`config.mk`:
```
export PLATFORM = sky130hd
export DESIGN_NAME = phase_lock_detector
export DESIGN_NICKNAME = d
export VERILOG_FILES = /design/src/rtl/lockdet_pkg.sv /design/src/rtl/edge_pair_meter.sv /design/src/rtl/lock_classifier.sv /design/src/rtl/lock_state.sv /design/src/rtl/phase_lock_detector.sv
export SDC_FILE = /design/constraint.sdc
export NUM_CORES = 1
export LEC_CHECK = 0
export BUFFER_PORTS_ARGS = -buffer_cell sky130_fd_sc_hd__buf_4
export CAP_MARGIN = 20
export CELL_PAD_IN_SITES_DETAIL_PLACEMENT = 1
export CELL_PAD_IN_SITES_GLOBAL_PLACEMENT = 1
export CORE_UTILIZATION = 45
export DETAILED_ROUTE_END_ITERATION = 8
export PLACE_DENSITY_LB_ADDON = 0.25
export SLEW_MARGIN = 20
export SYNTH_ARGS = -nofsm -noshare
export SYNTH_HDL_FRONTEND = slang
export SYNTH_HIERARCHICAL = 1
export SYNTH_SLANG_ARGS = --single-unit
```
`constraint.sdc`:
```
create_clock -name clk -period 2.6 [get_ports clk]
set_input_delay 0.13 -clock clk [delete_from_list [all_inputs] [get_ports clk]]
set_output_delay 0.13 -clock clk [all_outputs]
set_load 0.02 [all_outputs]
```
`src/rtl/lockdet_pkg.sv`:
```
package lockdet_pkg;

  typedef enum logic [1:0] {
    WIN_IDLE = 2'd0,
    WIN_REF  = 2'd1,
    WIN_FB   = 2'd2
  } win_state_t;

  typedef struct packed {
    logic valid;
    logic miss;
  } meas_flags_t;

  typedef struct packed {
    logic far;
    logic inwin;
  } verdict_t;

endpackage

```
`src/rtl/edge_pair_meter.sv`:
```
module edge_pair_meter
  import lockdet_pkg::*;
#(
  parameter int TIMEOUT_TICKS = 64,
  parameter int CNT_W         = 7
) (
  input  logic             clk,
  input  logic             rst,
  input  logic             ref_pulse,
  input  logic             fb_pulse,
  output meas_flags_t      flags,
  output logic [CNT_W-1:0] mag
);

  localparam logic [CNT_W-1:0] LIMIT = CNT_W'(TIMEOUT_TICKS);
  localparam logic [CNT_W-1:0] ONE   = CNT_W'(1);

  win_state_t       st, st_n;
  logic [CNT_W-1:0] cnt, cnt_n;
  meas_flags_t      flags_n;
  logic [CNT_W-1:0] mag_n;
  logic             opp, same;

  // partner / repeat pulse relative to the open window
  always_comb begin
    opp  = 1'b0;
    same = 1'b0;
    if (st == WIN_REF) begin
      opp  = fb_pulse;
      same = ref_pulse;
    end else if (st == WIN_FB) begin
      opp  = ref_pulse;
      same = fb_pulse;
    end
  end

  always_comb begin
    st_n    = st;
    cnt_n   = cnt;
    flags_n = '0;
    mag_n   = '0;
    unique case (st)
      WIN_IDLE: begin
        if (ref_pulse && fb_pulse) begin
          flags_n.valid = 1'b1;
        end else if (ref_pulse) begin
          st_n  = WIN_REF;
          cnt_n = ONE;
        end else if (fb_pulse) begin
          st_n  = WIN_FB;
          cnt_n = ONE;
        end
      end
      WIN_REF, WIN_FB: begin
        if (opp) begin
          flags_n.valid = 1'b1;
          mag_n         = cnt;
          if (same) cnt_n = ONE;
          else      st_n  = WIN_IDLE;
        end else if (same) begin
          flags_n.valid = 1'b1;
          flags_n.miss  = 1'b1;
          mag_n         = cnt;
          cnt_n         = ONE;
        end else if (cnt >= LIMIT) begin
          flags_n.valid = 1'b1;
          flags_n.miss  = 1'b1;
          mag_n         = cnt;
          st_n          = WIN_IDLE;
        end else begin
          cnt_n = cnt + ONE;
        end
      end
      default: st_n = WIN_IDLE;
    endcase
  end

  always_ff @(posedge clk) begin
    if (rst) begin
      st    <= WIN_IDLE;
      cnt   <= '0;
      flags <= '0;
      mag   <= '0;
    end else begin
      st    <= st_n;
      cnt   <= cnt_n;
      flags <= flags_n;
      mag   <= mag_n;
    end
  end

endmodule

```
`src/rtl/lock_classifier.sv`:
```
module lock_classifier
  import lockdet_pkg::*;
#(
  parameter int CNT_W     = 7,
  parameter int LOL_TICKS = 8,
  parameter int WIN_TICKS = 4
) (
  input  meas_flags_t      flags,
  input  logic [CNT_W-1:0] mag,
  output verdict_t         verdict
);

  int unsigned mag_i;

  always_comb begin
    mag_i         = {{(32-CNT_W){1'b0}}, mag};
    verdict.far   = flags.miss || (mag_i >= LOL_TICKS);
    verdict.inwin = !flags.miss && (mag_i <= WIN_TICKS);
  end

endmodule

```
`src/rtl/lock_state.sv`:
```
module lock_state
  import lockdet_pkg::*;
#(
  parameter int QUAL_CYCLES = 8
) (
  input  logic        clk,
  input  logic        rst,
  input  meas_flags_t flags,
  input  verdict_t    verdict,
  output logic        cyc_lock,
  output logic        lol_pulse,
  output logic        qual_lock,
  output logic        edge_missing
);

  localparam int QW = $clog2(QUAL_CYCLES + 1);
  localparam logic [QW-1:0] QMAX = QW'(QUAL_CYCLES);

  logic [QW-1:0] qcnt, qnext;

  always_comb begin
    qnext = (qcnt >= QMAX) ? QMAX : qcnt + QW'(1);
  end

  always_ff @(posedge clk) begin
    if (rst) begin
      cyc_lock     <= 1'b0;
      lol_pulse    <= 1'b0;
      qual_lock    <= 1'b0;
      edge_missing <= 1'b0;
      qcnt         <= '0;
    end else begin
      lol_pulse    <= 1'b0;
      edge_missing <= 1'b0;
      if (flags.valid) begin
        cyc_lock     <= !verdict.far;
        lol_pulse    <= cyc_lock && verdict.far;
        edge_missing <= flags.miss;
        if (verdict.inwin) begin
          qcnt      <= qnext;
          qual_lock <= (qnext == QMAX);
        end else begin
          qcnt      <= '0;
          qual_lock <= 1'b0;
        end
      end
    end
  end

endmodule

```
`src/rtl/phase_lock_detector.sv`:
```
module phase_lock_detector
  import lockdet_pkg::*;
#(
  parameter int LOL_TICKS     = 8,
  parameter int WIN_TICKS     = 4,
  parameter int QUAL_CYCLES   = 8,
  parameter int TIMEOUT_TICKS = 64
) (
  input  logic clk,
  input  logic rst,
  input  logic ref_pulse,
  input  logic fb_pulse,
  output logic cyc_lock,
  output logic lol_pulse,
  output logic qual_lock,
  output logic edge_missing
);

  localparam int CNT_W = $clog2(TIMEOUT_TICKS + 1);

  meas_flags_t      m_flags;
  logic [CNT_W-1:0] m_mag;
  verdict_t         m_verdict;

  edge_pair_meter #(
    .TIMEOUT_TICKS(TIMEOUT_TICKS),
    .CNT_W        (CNT_W)
  ) u_meter (
    .clk      (clk),
    .rst      (rst),
    .ref_pulse(ref_pulse),
    .fb_pulse (fb_pulse),
    .flags    (m_flags),
    .mag      (m_mag)
  );

  lock_classifier #(
    .CNT_W    (CNT_W),
    .LOL_TICKS(LOL_TICKS),
    .WIN_TICKS(WIN_TICKS)
  ) u_class (
    .flags  (m_flags),
    .mag    (m_mag),
    .verdict(m_verdict)
  );

  lock_state #(
    .QUAL_CYCLES(QUAL_CYCLES)
  ) u_state (
    .clk         (clk),
    .rst         (rst),
    .flags       (m_flags),
    .verdict     (m_verdict),
    .cyc_lock    (cyc_lock),
    .lol_pulse   (lol_pulse),
    .qual_lock   (qual_lock),
    .edge_missing(edge_missing)
  );

endmodule

```
==> results_dict.tcl <==
set metrics [dict create \
    synth.area.top_cells "dfxtp_1 37%, ha_1 7.2%, nor3_1 3.6%" \
    finalSetupViolCount 0 \
    area_delta_synth_final_pct 3.86 \
    power.internal_w 0.000611 \
    synth.distinct_cells 46 \
    grtUsageTotal_pct 19.8 \
    cp_data_arrival_time_ns 2.24 \
    synth_compound_area_share_pct 23.6 \
    critPathMaxFanout 10 \
    synth_top_family_by_area "simple AND/OR/NAND/NOR gates" \
    cp-end-kind "flop" \
    maxCapViolCount 0 \
    dieWidth_um 57.7 \
    synth-edff-count 0 \
    drtIter0Drc 30 \
    synth_common_cells "26 x dfxtp_1, 12 x nor2_1, 10 x inv_1, 10 x nand2_1, 10 x nor3_1" \
    seqPwrFrac_pct 45.9 \
    drc 1 \
    cts.sinks 26 \
    hold_buffers 0 \
    nNetsFinal 169 \
    netlist.area_leader.share_pct 37.3 \
    r2r_start "u_meter/st[1]$_SDFFE_PP0P_" \
    dr_total_vias 1118 \
    drt-total-wl_mm 2.96 \
    synth_seq_cells 26 \
    yosys_warnings 6 \
    synthFlopType "dfxtp_1" \
    synthMuxAreaShare_pct 0 \
    post-route-period-util_pct 77.4 \
    drive_gt1_share_pct 12.3 \
    rr_worst_depth 6 \
    clkTransAtPathRegs_ns 0.13 \
    power_frac_clock_pct 16.8 \
    syn_inst 154 \
    synth-simple-area-share_pct 24.7 \
    coreArea_mm2 0.00285 \
    worst_pin_slew_ns 0.577 \
    cts_buffers 3 \
    hold_end "u_meter/flags[0]$_SDFF_PP0_" \
    clock-root-buffer "clkbuf_4" \
    insertion_delay_ns 0.32 \
    cellPowerDensity_mw_per_mm2 678 \
    h-tree-depth 1 \
    p_comb_share_pct 37.3 \
    start_util_pct 48.9 \
    grt_pass1_wl_mm 5.00 \
    dp_hpwl_mm 2.25 \
    syn_area_mm2 0.00140 \
    holdWs_ns 0.0618 \
    first_pass_iters 6 \
    fin_crit_ns 2.01 \
    clock_path_buffers 2 \
    fmax_mhz 497 \
    cts_tree "yes" \
    critical_path_class "flop to flop" \
    synth_xor_area_share_pct 0 \
    post_cts_resized 0 \
    finClkSkew_ns 0.00571 \
    hold_depth 2 \
    antenna_found_initial 0 \
    fin_setup_tns_ns 0 \
    grt_pass1_vias 1121 \
    finalWeightedCongestion 0.784 \
    yosysMostFrequentCell "dfxtp_1" \
    grt_max_degree 36 \
    row_count 19 \
    synth_nets 166 \
    io_buffers 7 \
    io_pins 8 \
    rsz0062_at_grt "false" \
    slew_headroom_pct 61.3 \
    die_area_mm2 0.00333 \
    diodes 0 \
    startpoint "u_meter/st[1]$_SDFFE_PP0P_" \
    dieHeight_um 57.7 \
    routedWlPerCell_um 15.9 \
    total_power_w 0.000983 \
    switching_share_pct 37.8 \
    setup_slack_ns 0.587 \
    ir_drop_v 0.000272 \
    hold_viol_final 0 \
    cts_setup_buffers 0 \
    r2r-end "u_meter/cnt[3]$_SDFFE_PP0P_" \
    hold_class "input port to flop" \
    status "finished with violations" \
    critPathRequiredTime_ns 2.83 \
    ant_nets 0 \
    synth-seq-area-share_pct 37.3 \
    syn_avg_cell_area_um2 9.06 \
    leakage_nw 0.529 \
    cp-start-kind "flop" \
    gr-total-overflow 0 \
    slew_violations 0 \
    synth-adder-area-share_pct 7.17 \
    rrSetupSlack_ns 0.59 \
    synth_area_leader_cell "dfxtp_1" \
    p_sw_w 0.000372 \
    min_from "fb_pulse" \
    dp_slack_ns 0.652 \
    synthArstFlopShare_pct 0 \
    via_per_inst 6.01 \
    violations "design-rule violations" \
]
-- per-layer routing --
layer | wire [µm] | vias to the layer above | GRT usage, %
met5 | 0 | - | 0
met4 | 34 | 0 | 5.10
met3 | 87 | 4 | 4.69
met2 | 1480 | 11 | 35.9
met1 | 1360 | 540 | 23.7
li1 | - | 563 | -
-- how the worst max path moves through the flow --
| stage | to | slack (ns) |
|---|---|---|
| floorplan | u_meter/cnt[3]$_SDFFE_PP0P_ | 0.88 |
| global placement | u_meter/cnt[4]$_SDFFE_PP0P_ | 0.79 |
| detailed placement | u_meter/cnt[4]$_SDFFE_PP0P_ | 0.65 |
| CTS | u_meter/cnt[3]$_SDFFE_PP0P_ | 0.62 |
| global route | u_meter/cnt[4]$_SDFFE_PP0P_ | 0.49 |
| finish | u_meter/cnt[3]$_SDFFE_PP0P_ | 0.59 |
-- power by group through the flow --
stage / registers (W) / logic (W) / clock network [W]
floorplan: 0.000452 / 0.000296 / 0
global placement: 0.000458 / 0.000349 / 0
detailed placement: 0.000460 / 0.000364 / 0
CTS: 0.000451 / 0.000366 / 0.000177
global route: 0.000455 / 0.000406 / 0.000191
finish: 0.000451 / 0.000366 / 0.000165
-- metrics by stage --
step,utilization (%),std cells,area (µm²)
floorplan,-,154,1400
global placement,50.0,183,1430
detailed placement,50.0,183,1430
CTS,50.8,186,1450
global route,50.8,186,1450
finish,50.8,186,1450
-- registers in the layout, indices dropped and copies added, names as in the netlist --
signal	cells
u_meter/flags	2
u_meter/mag	7
u_meter/cnt	7
u_state/qcnt	4
u_state/cyc_lock	1
u_state/edge_missing	1
u_state/qual_lock	1
u_state/lol_pulse	1
u_meter/st	2
-- layout make-up --
class | instances | area, µm²
Sequential cell | 26 | 520
Fill cell | 344 | 1400
Tap cell | 31 | 38.8
Inverter | 11 | 41.3
Timing Repair Buffer | 7 | 52.6
Multi-Input combinational cell | 108 | 773
Clock buffer | 3 | 22.5
-- cells in the final DEF, fill, tap and decap left out, types with 3 or more instances in the layout --
master,count
a211oi_1,3
a21oi_1,7
a311o_1,3
buf_4,7
clkbuf_4,3
dfxtp_1,26
ha_1,8
inv_1,10
nand2_1,10
nand2b_1,4
nand3_1,6
nand4b_1,3
nor2_1,12
nor3_1,10
o21ai_0,4
-- kinds of logic after synthesis --
logic type / count (synthesis)
AND/OR/NAND/NOR: 61
adder cells (fa/ha/maj): 8
buffers and inverters: 20
AO/OA/AOI/OAI: 39
flip-flops: 26
-- worst max-delay path, cell delays in order (launching register included) --
cell and delay (ns):
dfxtp_1 0.42, inv_1 0.10, ha_1 0.48, nor2_1 0.15
a31oi_4 0.32, nand3_4 0.15, o41ai_2 0.30
Power figures use the tool's default switching activity.
